<file path="src/rtl/sreg_pkg.sv">
package sreg_pkg;

  typedef enum logic [1:0] {ST_CMD, ST_WR, ST_RD} st_e;

  localparam logic [2:0] A_STAT = 3'd0;
  localparam logic [2:0] A_MODE = 3'd1;
  localparam logic [2:0] A_CONF = 3'd2;
  localparam logic [2:0] A_DATA = 3'd3;
  localparam logic [2:0] A_ID   = 3'd4;
  localparam logic [2:0] A_IO   = 3'd5;
  localparam logic [2:0] A_OFS  = 3'd6;
  localparam logic [2:0] A_FS   = 3'd7;

  // bit length of a register transfer for a given address
  function automatic logic [4:0] reg_len(input logic [2:0] a, input int dw);
    case (a)
      A_MODE, A_CONF:       reg_len = 5'd16;
      A_DATA, A_OFS, A_FS:  reg_len = 5'(dw);
      default:              reg_len = 5'd8;
    endcase
  endfunction

endpackage

</file>
<file path="src/rtl/sreg_edge.sv">
module sreg_edge #(
  parameter int RUN = 32
) (
  input  logic clk,
  input  logic rst_n,
  input  logic sclk,
  input  logic cs_n,
  input  logic din,
  output logic rise,
  output logic fall,
  output logic resync
);
  localparam int RW = $clog2(RUN + 1);

  logic          sclk_q;
  logic [RW-1:0] run_q, run_d;
  logic          rs_q, rs_d;

  assign rise   = !cs_n && sclk && !sclk_q;
  assign fall   = !cs_n && !sclk && sclk_q;
  assign resync = rs_q;

  always_comb begin
    run_d = run_q;
    rs_d  = 1'b0;
    if (cs_n) begin
      run_d = '0;
    end else if (rise) begin
      if (!din) begin
        run_d = '0;
      end else if (run_q == RW'(RUN - 1)) begin
        run_d = '0;
        rs_d  = 1'b1;
      end else begin
        run_d = run_q + 1'b1;
      end
    end
  end

  always_ff @(posedge clk or negedge rst_n) begin
    if (!rst_n) begin
      sclk_q <= 1'b1;
      run_q  <= '0;
      rs_q   <= 1'b0;
    end else begin
      sclk_q <= sclk;
      run_q  <= run_d;
      rs_q   <= rs_d;
    end
  end


  resync_src_chk: assert property (@(posedge clk) disable iff (!rst_n)
    resync |-> $past(rise && din));

endmodule

</file>
<file path="src/rtl/sreg_file.sv">
module sreg_file
  import sreg_pkg::*;
#(
  parameter int          DATA_W   = 24,
  parameter logic [7:0]  ID_VAL   = 8'hA9,
  parameter logic [15:0] MODE_RST = 16'h000A,
  parameter logic [15:0] CONF_RST = 16'h0710,
  parameter logic [7:0]  IO_RST   = 8'h00,
  parameter logic [DATA_W-1:0] OFS_RST = DATA_W'(24'h800000 >> (24 - DATA_W)),
  parameter logic [DATA_W-1:0] FS_RST  = DATA_W'(24'h5A5A5A >> (24 - DATA_W))
) (
  input  logic              clk,
  input  logic              rst_n,
  input  logic              clr,
  input  logic              we,
  input  logic [2:0]        waddr,
  input  logic [DATA_W-1:0] wdata,
  input  logic [2:0]        raddr,
  output logic [DATA_W-1:0] rdata,
  input  logic              data_load,
  input  logic [DATA_W-1:0] data_in,
  input  logic              rd_done,
  input  logic [7:0]        status_in,
  output logic [15:0]       mode_q,
  output logic [15:0]       conf_q,
  output logic [7:0]        io_q,
  output logic [DATA_W-1:0] ofs_q,
  output logic [DATA_W-1:0] fs_q,
  output logic              rdy_n
);
  logic [15:0]       mode_d, conf_d;
  logic [7:0]        io_d;
  logic [DATA_W-1:0] ofs_d, fs_d, data_q, data_d;
  logic              rdy_d;

  always_comb begin
    mode_d = mode_q;
    conf_d = conf_q;
    io_d   = io_q;
    ofs_d  = ofs_q;
    fs_d   = fs_q;
    data_d = data_q;
    rdy_d  = rdy_n;
    if (clr) begin
      mode_d = MODE_RST;
      conf_d = CONF_RST;
      io_d   = IO_RST;
      ofs_d  = OFS_RST;
      fs_d   = FS_RST;
      data_d = '0;
      rdy_d  = 1'b1;
    end else begin
      if (we) begin
        case (waddr)
          A_MODE:  mode_d = wdata[15:0];
          A_CONF:  conf_d = wdata[15:0];
          A_IO:    io_d   = wdata[7:0];
          A_OFS:   ofs_d  = wdata;
          A_FS:    fs_d   = wdata;
          default: ;
        endcase
      end
      if (data_load) begin
        data_d = data_in;
        rdy_d  = 1'b0;
      end else if (rd_done) begin
        rdy_d  = 1'b1;
      end
    end
  end

  // read value, left-justified to the shifter width
  always_comb begin
    rdata = '0;
    case (raddr)
      A_STAT:  rdata[DATA_W-1 -: 8]  = {rdy_n, status_in[6:0]};
      A_MODE:  rdata[DATA_W-1 -: 16] = mode_q;
      A_CONF:  rdata[DATA_W-1 -: 16] = conf_q;
      A_DATA:  rdata = data_q;
      A_ID:    rdata[DATA_W-1 -: 8]  = ID_VAL;
      A_IO:    rdata[DATA_W-1 -: 8]  = io_q;
      A_OFS:   rdata = ofs_q;
      default: rdata = fs_q;
    endcase
  end

  always_ff @(posedge clk or negedge rst_n) begin
    if (!rst_n) begin
      mode_q <= MODE_RST;
      conf_q <= CONF_RST;
      io_q   <= IO_RST;
      ofs_q  <= OFS_RST;
      fs_q   <= FS_RST;
      data_q <= '0;
      rdy_n  <= 1'b1;
    end else begin
      mode_q <= mode_d;
      conf_q <= conf_d;
      io_q   <= io_d;
      ofs_q  <= ofs_d;
      fs_q   <= fs_d;
      data_q <= data_d;
      rdy_n  <= rdy_d;
    end
  end


  rdy_low_chk: assert property (@(posedge clk) disable iff (!rst_n)
    (data_load && !clr) |=> !rdy_n);


  rdy_high_chk: assert property (@(posedge clk) disable iff (!rst_n)
    (rd_done && !data_load && !clr) |=> rdy_n);


  ro_write_chk: assert property (@(posedge clk) disable iff (!rst_n)
    (we && waddr == A_DATA && !data_load && !clr) |=> $stable(data_q));


  clr_values_chk: assert property (@(posedge clk) disable iff (!rst_n)
    clr |=> (mode_q == MODE_RST && conf_q == CONF_RST && io_q == IO_RST && rdy_n));

endmodule

</file>
<file path="src/rtl/sreg_port.sv">
module sreg_port
  import sreg_pkg::*;
#(
  parameter int          DATA_W     = 24,
  parameter int          RESYNC_RUN = 32,
  parameter logic [7:0]  ID_VAL     = 8'hA9,
  parameter logic [15:0] MODE_RST   = 16'h000A,
  parameter logic [15:0] CONF_RST   = 16'h0710,
  parameter logic [7:0]  IO_RST     = 8'h00,
  parameter logic [DATA_W-1:0] OFS_RST = DATA_W'(24'h800000 >> (24 - DATA_W)),
  parameter logic [DATA_W-1:0] FS_RST  = DATA_W'(24'h5A5A5A >> (24 - DATA_W))
) (
  input  logic              clk,
  input  logic              rst_n,
  input  logic              sclk,
  input  logic              cs_n,
  input  logic              din,
  output logic              dout,
  input  logic              data_load,
  input  logic [DATA_W-1:0] data_in,
  input  logic [7:0]        status_in,
  output logic              rdy_n,
  output logic [15:0]       mode_q,
  output logic [15:0]       conf_q,
  output logic [7:0]        io_q,
  output logic [DATA_W-1:0] ofs_q,
  output logic [DATA_W-1:0] fs_q
);
  localparam logic [7:0] CMD_CR_ON  = 8'h5C;
  localparam logic [7:0] CMD_CR_OFF = 8'h58;

  logic [1:0] rs_q;
  logic       rst_s_n;

  always_ff @(posedge clk or negedge rst_n) begin
    if (!rst_n) rs_q <= 2'b00;
    else        rs_q <= {rs_q[0], 1'b1};
  end
  assign rst_s_n = rs_q[1];

  logic rise, fall, resync;

  sreg_edge #(.RUN(RESYNC_RUN)) u_edge (
    .clk(clk), .rst_n(rst_s_n), .sclk(sclk), .cs_n(cs_n), .din(din),
    .rise(rise), .fall(fall), .resync(resync)
  );

  st_e               st_q, st_d;
  logic [4:0]        cnt_q, cnt_d, len_q, len_d, rcnt_q, rcnt_d;
  logic [5:0]        csr_q, csr_d;
  logic [2:0]        addr_q, addr_d;
  logic [DATA_W-1:0] wsr_q, wsr_d, osr_q, osr_d, rdata;
  logic              dout_q, dout_d, cread_q, cread_d;
  logic              we, rd_done;
  logic [7:0]        cbyte;

  assign cbyte = {1'b0, csr_q, din};
  assign dout  = dout_q;

  sreg_file #(
    .DATA_W(DATA_W), .ID_VAL(ID_VAL), .MODE_RST(MODE_RST), .CONF_RST(CONF_RST),
    .IO_RST(IO_RST), .OFS_RST(OFS_RST), .FS_RST(FS_RST)
  ) u_file (
    .clk(clk), .rst_n(rst_s_n), .clr(resync), .we(we), .waddr(addr_q),
    .wdata(wsr_d), .raddr(cbyte[5:3]), .rdata(rdata), .data_load(data_load),
    .data_in(data_in), .rd_done(rd_done), .status_in(status_in),
    .mode_q(mode_q), .conf_q(conf_q), .io_q(io_q), .ofs_q(ofs_q), .fs_q(fs_q),
    .rdy_n(rdy_n)
  );

  always_comb begin
    st_d    = st_q;
    cnt_d   = cnt_q;
    len_d   = len_q;
    rcnt_d  = rcnt_q;
    csr_d   = csr_q;
    addr_d  = addr_q;
    wsr_d   = wsr_q;
    osr_d   = osr_q;
    dout_d  = dout_q;
    cread_d = cread_q;
    we      = 1'b0;
    rd_done = 1'b0;
    if (resync) begin
      st_d    = ST_CMD;
      cnt_d   = '0;
      rcnt_d  = '0;
      cread_d = 1'b0;
      dout_d  = 1'b0;
    end else begin
      if (cs_n) begin
        st_d   = ST_CMD;
        cnt_d  = '0;
        rcnt_d = '0;
      end
      if (fall) begin
        if (st_q == ST_RD || (st_q == ST_CMD && cread_q && !rdy_n)) begin
          dout_d = osr_q[DATA_W-1];
          osr_d  = {osr_q[DATA_W-2:0], 1'b0};
        end else begin
          dout_d = 1'b0;
        end
      end
      if (rise) begin
        case (st_q)
          ST_CMD: begin
            if (cread_q && !rdy_n) begin
              rcnt_d = rcnt_q + 5'd1;
              if (rcnt_q == 5'(DATA_W - 1)) begin
                rd_done = 1'b1;
                rcnt_d  = '0;
              end
            end
            if (cnt_q == 5'd0) begin
              cnt_d = din ? 5'd0 : 5'd1;
            end else if (cnt_q != 5'd7) begin
              csr_d = {csr_q[4:0], din};
              cnt_d = cnt_q + 5'd1;
            end else begin
              cnt_d = '0;
              if (cread_q) begin
                if (cbyte == CMD_CR_OFF && !rdy_n) cread_d = 1'b0;
              end else if (cbyte == CMD_CR_ON) begin
                cread_d = 1'b1;
                rcnt_d  = '0;
              end else if (cbyte[6]) begin
                st_d   = ST_RD;
                osr_d  = rdata;
                addr_d = cbyte[5:3];
                len_d  = reg_len(cbyte[5:3], DATA_W);
              end else if (cbyte[5:3] != A_STAT) begin
                st_d   = ST_WR;
                addr_d = cbyte[5:3];
                len_d  = reg_len(cbyte[5:3], DATA_W);
              end
            end
          end
          ST_WR: begin
            wsr_d = {wsr_q[DATA_W-2:0], din};
            cnt_d = cnt_q + 5'd1;
            if (cnt_q == len_q - 5'd1) begin
              we    = 1'b1;
              st_d  = ST_CMD;
              cnt_d = '0;
            end
          end
          default: begin
            cnt_d = cnt_q + 5'd1;
            if (cnt_q == len_q - 5'd1) begin
              rd_done = (addr_q == A_DATA);
              st_d    = ST_CMD;
              cnt_d   = '0;
            end
          end
        endcase
      end
      if (data_load && cread_q) begin
        osr_d  = data_in;
        rcnt_d = '0;
      end
    end
  end

  always_ff @(posedge clk or negedge rst_s_n) begin
    if (!rst_s_n) begin
      st_q    <= ST_CMD;
      cnt_q   <= '0;
      len_q   <= '0;
      rcnt_q  <= '0;
      csr_q   <= '0;
      addr_q  <= '0;
      wsr_q   <= '0;
      osr_q   <= '0;
      dout_q  <= 1'b0;
      cread_q <= 1'b0;
    end else begin
      st_q    <= st_d;
      cnt_q   <= cnt_d;
      len_q   <= len_d;
      rcnt_q  <= rcnt_d;
      csr_q   <= csr_d;
      addr_q  <= addr_d;
      wsr_q   <= wsr_d;
      osr_q   <= osr_d;
      dout_q  <= dout_d;
      cread_q <= cread_d;
    end
  end


  abort_chk: assert property (@(posedge clk) disable iff (!rst_s_n)
    cs_n |=> (st_q == ST_CMD && cnt_q == 5'd0));


  dout_edge_chk: assert property (@(posedge clk) disable iff (!rst_s_n)
    (!fall && !resync) |=> $stable(dout_q));

endmodule

</file>
<file path="config.mk">
export PLATFORM = sky130hd
export DESIGN_NAME = sreg_port
export DESIGN_NICKNAME = d
export VERILOG_FILES = /design/src/rtl/sreg_pkg.sv /design/src/rtl/sreg_edge.sv /design/src/rtl/sreg_file.sv /design/src/rtl/sreg_port.sv
export SDC_FILE = /design/constraint.sdc
export NUM_CORES = 1
export LEC_CHECK = 0
export ABC_AREA = 1
export CORE_MARGIN = 2
export CORE_UTILIZATION = 56
export CTS_CLUSTER_DIAMETER = 200
export DETAILED_ROUTE_END_ITERATION = 10
export GPL_TIMING_DRIVEN = 1
export PLACE_DENSITY = 0.8
export SLEW_MARGIN = 20
export SYNTH_ARGS = -nofsm -noshare
export SYNTH_HDL_FRONTEND = slang
export SYNTH_SLANG_ARGS = --single-unit
</file>
<file path="constraint.sdc">
create_clock -name clk -period 18.4 [get_ports clk]
set_input_delay 1.84 -clock clk [delete_from_list [all_inputs] [get_ports clk]]
set_output_delay 1.84 -clock clk [all_outputs]
set_load 0.05 [all_outputs]
</file>
Yosys cells after proc, flatten, opt, wreduce, memory -nomap -nowiden
Cells that the tools add are included.
{"block": "word_totals", "reg_bits": 199, "output_inout_bits": 90, "wordCells": 197}
{"block": "classes", "add_sub_neg": 4, "n_eq_ne": 23, "muxes": 100, "n_bitwise": 5, "n_reduce_logical": 44}
{"op": "$mux 24", "n": 21}
{"op": "$mux 5", "n": 20}
{"op": "$mux 16", "n": 6}
{"op": "$pmux 8 s7", "n": 1}
{"op": "$pmux 8 s5", "n": 1}
{"op": "$mux 1", "n": 28}
{"op": "$mux 6", "n": 4}
{"op": "$mux 8", "n": 3}
{"op": "$pmux 8 s3", "n": 1}
{"op": "$reduce_bool 2->1", "n": 12}
{"op": "$mux 2", "n": 11}
{"op": "$eq 3x3->1 const B", "n": 7}
{"op": "$eq 7x7->1 const B", "n": 2}
{"op": "$eq 3x2->1 const B", "n": 4}
{"op": "$add 5x1->5 const B", "n": 2}
{"op": "$pmux 5 s2", "n": 1}
{"op": "$reduce_and 2->1", "n": 5}
{"op": "$logic_and 1x1->1", "n": 9}
{"op": "$reduce_bool 3->1", "n": 3}
{"op": "$reduce_and 8->1", "n": 1}
{"op": "$add 6x1->6 const B", "n": 1}
{"op": "$eq 3x1->1 const B", "n": 2}
{"op": "$eq 6x5->1 const B", "n": 1}
{"op": "$mux 3", "n": 2}
{"op": "other kinds (19)", "n": 28}

Logic depth before layout (Yosys ltp)
{"block": "depth", "depth_word": 14, "ltp_mapped": 12, "depth_no_buf": 11}

Hierarchy
From an unflattened synthesis, not the netlist that was laid out.
{"block": "unflattened", "cells_unflattened": 1408, "hier_area_um2": 10451.3}
{"module": "sreg_file", "n_inst": 1, "cells_per_inst": 764, "area_each_um2": 5674.2}
{"module": "sreg_port", "n_inst": 1, "cells_per_inst": 585, "area_each_um2": 4329.2}
{"module": "sreg_edge", "n_inst": 1, "cells_per_inst": 59, "area_each_um2": 447.9}

Worst setup path after synthesis
No wires, ideal clock.
{"block": "synth_timing", "path_type": "input-to-reg", "start": "in sclk", "end": "reg u_file.fs_q[15]", "setup_time_ns": 0.133, "arrival_ns": 2.832, "path_slack_ns": 15.435, "stages": 8, "n_path_buf": 1, "path_cell_list": "nand2_1 nor2_1 nand3_1 nor2_8 nand3_4 buf_2 nand3_1 o21ai_1"}
{"block": "synth_between", "elab_chain_len": 7}
{"item": "from (decl)", "line_no": "sreg_port.sv:15", "rtl": "input logic sclk,"}
{"item": "$logic_and 1x1->1 (*) (2 in series)", "line_no": "sreg_edge.sv:19", "rtl": "assign rise = !cs_n && sclk && !sclk_q;"}
{"item": "$mux 24", "line_no": "sreg_port.sv:104", "rtl": "if (rise) begin"}
{"item": "$mux 24", "line_no": "sreg_port.sv:84", "rtl": "if (resync) begin"}
{"item": "$mux 24", "line_no": "sreg_file.sv:54", "rtl": "case (waddr)"}
{"item": "$mux 24", "line_no": "sreg_file.sv:53", "rtl": "if (we) begin"}
{"item": "$mux 24", "line_no": "sreg_file.sv:44", "rtl": "if (clr) begin"}
{"item": "to (signal assigned)", "line_no": "sreg_file.sv:101", "rtl": "fs_q <= fs_d;"}
{"item": "to (decl)", "line_no": "sreg_file.sv:28", "rtl": "output logic [DATA_W-1:0] fs_q,"}
Every way passes the cells marked *; elsewhere a longest branch is shown, timed or not. The select of a mux whose other input is x is not followed.
A chain may end at the register's enable or synchronous reset.

Worst setup path after layout
{"block": "layout_timing", "start": "in data_load", "end": "reg rcnt_q[0]"}
{"block": "layout_between", "elab_chain_len": 3}
{"item": "from (decl)", "line_no": "sreg_port.sv:19", "rtl": "input logic data_load,"}
{"item": "$logic_and 1x1->1", "line_no": "sreg_port.sv:157", "rtl": "if (data_load && cread_q) begin"}
{"item": "$mux 5", "line_no": "sreg_port.sv:157"}
{"item": "$mux 5", "line_no": "sreg_port.sv:84"}
{"item": "via rcnt_d[0]", "line_no": "sreg_port.sv:49", "rtl": "logic [4:0] cnt_q, cnt_d, len_q, len_d, rcnt_q, rcnt_d;"}
{"item": "to (signal assigned)", "line_no": "sreg_port.sv:180", "rtl": "rcnt_q <= rcnt_d;"}
{"item": "to (decl)", "line_no": "sreg_port.sv:49"}
The timed path passes the listed nets, and every way through them passes these cells.

==> impl_metrics.json <==
{
  "outcome": "finished, final reports clean",
  "busiest_layer": "met2",
  "die_h_um": 140,
  "via_per_inst": 6.08,
  "use_met3_pct": 8.60,
  "coreArea_mm2": 0.0180,
  "cap_violations": 0,
  "hp-class": "register to register",
  "ant_nets": 0,
  "critPathKind": "primary input to register",
  "setup_viol": 0,
  "slew_headroom_pct": 30.3,
  "path_depth": 8,
  "wirelength_mm": 32.7,
  "startpoint": "data_load",
  "cp_max_fo": 38,
  "hold_viol_final": 0,
  "drcViolationCount": 0,
  "cp-end-kind": "register",
  "ys_types": 42,
  "synth_area_mm2": 0.0103,
  "slowest_delay_ns": 0.88,
  "ys_seq_area_share_pct": 47.8,
  "timing.fmax_mhz": 237,
  "dieWidth_um": 140,
  "cts.clk_slew.worst_paths_ns": 0.08,
  "synth_nets": 1387,
  "crit_chain": "clkdlybuf4s50_1, clkinv_1, nand2_1, nand2_1, inv_1, nor2_1, nand2_1, nor3_1",
  "required_ns": 18.73,
  "rsz0062_at_grt": "no",
  "period_share_pct": 22.9,
  "cp_top_family": "buffers and inverters",
  "power_density_mw_per_mm2": 85.3,
  "cts_tree": "yes",
  "clk_path_buf_depth": 2,
  "ir_worst_vdd_uv": 77.7,
  "report.final.slew_viol_count": 0,
  "gp_congestion": 0.945,
  "ctsResizeCount": 0,
  "rows": 49,
  "syn_area_per_cell_um2": 7.66,
  "cp.arrival_ns": 4.55,
  "wire_per_inst_um": 19.7,
  "cts_sinks": 196,
  "min_period_ns": 4.22,
  "reg2reg_depth": 6,
  "start_util_pct": 57.2,
  "ys_warn_count": 0,
  "io_buffer_count": 126,
  "clock_latency_ns": 0.44,
  "grt_overflow": 0,
  "syn_to_final_growth_pct": 17.8,
  "r2r-end": "wsr_q[2]$_DFF_PN0_",
  "r2r_slack_ns": 15.36,
  "final_common_cell": "nand2_1",
  "io-pin-count": 128,
  "crit_buf_inv": 3,
  "cts.htree.levels": 4,
  "synth_cells": 1345,
  "crit_slowest_cell": "clkinv_1",
  "track_usage_pct": 33.5,
  "use_met2_pct": 50.7,
  "final_cell_mix": "402 x nand2_1, 213 x nand3_1, 173 x dfrtp_1, 126 x clkdlybuf4s50_1, 99 x o21ai_0",
  "diodes": 0,
  "grt_pass1_wl_mm": 51.3,
  "skew_ns": 0.0140,
  "die_area_mm2": 0.0195,
  "synth_seq_cells": 196,
  "grt_max_degree": 110,
  "cts_made_buffers": 17,
  "worstMarginPinSlew_ns": 1.04,
  "hold_ws_ns": 0.354,
  "met1_usage_pct": 47.3,
  "p_leak_nw": 5.89,
  "ctsHoldBuffers": 0,
  "endpoint": "rcnt_q[0]$_DFF_PN0_",
  "cts-root-buf": "clkbuf_16",
  "vias": 10100,
  "critical_path.startpoint_type": "primary input",
  "regToRegStartpoint": "st_q[1]$_DFF_PN0_",
  "drive_above_1_share_pct": 7.33,
  "cp_common_cell": "nand2_1",
  "fin_tns_setup_ns": 0,
  "hpwl_mm": 21.9,
  "drt_iter0_drc": 1181,
  "grt_pass1_vias": 9276,
  "grt_antenna_before_repair": 0,
  "drt_pass1_iterations": 7,
  "postCtsSetupBuffers": 0,
  "fin_nets": 1461
}
## registers in the layout (all words and copies together), names as in the netlist, 2 cells and up
register	count
wsr_q	24
u_file.fs_q	24
cnt_q	5
u_file.mode_q	16
st_q	2
u_file.conf_q	16
addr_q	3
u_file.ofs_q	24
len_q	2
rs_q	2
u_edge.run_q	6
osr_q	24
csr_q	6
u_file.io_q	8
u_file.data_q	24
rcnt_q	5
## cell usage after synthesis (all sizes together)
cell type	instances	area [um^2]
nand2	406	1540
nand3	223	1180
dfrtp	175	4380
o21ai	145	748
inv	96	360
nor2	64	269
buf	58	310
a21oi	52	264
nand4	23	144
clkbuf	22	82.6
dfstp	21	552
a22oi	17	128
nor3	14	106
ha	4	50.1
o21a	4	30.0
xor2	4	35.0
o22ai	3	18.8
a21boi	2	15.0
a32o	2	20.0
o211ai	2	15.0
or2	2	12.5
xnor2	2	17.5
a31oi	1	6.26
conb	1	3.75
o2bb2ai	1	8.76
o31ai	1	7.51
## per-stage QoR
step	power, mW	instance area [um^2]	std cells	worst slack [ns]	util, %
after detailed placement	0.655	11600	1629	13.81	64.1
after global routing	1.07	12100	1661	13.83	67.4
after floorplan	0.598	10300	1345	12.57	-
after global placement	0.649	11500	1629	13.81	64.1
after CTS	1.03	12100	1661	14.27	67.4
final	1.04	12100	1661	14.18	67.4
## where the power goes
part           total [mW]  internal [mW]  switching, mW  leakage [nW]
registers           0.483          0.452         0.0307          2.49
logic               0.174         0.0499          0.124          3.11
clock network       0.380          0.194          0.186         0.284
## how the worst min path moves through the flow
stage	from	end	slack, ns	cells past startpoint
2_1_floorplan	rs_q[0]$_DFF_PN0_	rs_q[1]$_DFF_PN0_	0.33	0
3_3_place_gp	rs_q[0]$_DFF_PN0_	rs_q[1]$_DFF_PN0_	0.34	0
3_5_place_dp	rs_q[0]$_DFF_PN0_	rs_q[1]$_DFF_PN0_	0.34	0
4_1_cts	rs_q[0]$_DFF_PN0_	rs_q[1]$_DFF_PN0_	0.36	0
5_1_grt	rs_q[0]$_DFF_PN0_	rs_q[1]$_DFF_PN0_	0.37	0
6_report	rs_q[0]$_DFF_PN0_	rs_q[1]$_DFF_PN0_	0.35	0
## routing by layer
layer | share of wire (%) | vias to the layer above
li1 | - | 4615
met5 | 0 | -
met4 | 3.1 | 0
met2 | 45 | 623
met3 | 11 | 66
met1 | 41 | 4794
## final cells by class
| type | count | area (um^2) |
|---|---|---|
| multi-input combinational | 973 | 4640 |
| sequential | 196 | 4940 |
| inverter | 96 | 365 |
| clock inverter | 15 | 161 |
| clock buffer | 17 | 425 |
| fill | 1538 | 5880 |
| tap | 229 | 287 |
| timing repair buffer | 135 | 1330 |
## cell families after synthesis
kind of cell    share of synthesized area [%]
flops                                    47.8
other cells                            0.0364
compound gates                           12.2
xor+xnor                                0.510
buf+inv                                  7.31
simple gates                             31.6
fa+ha+maj                               0.486
(Power assumes the default switching activity.)
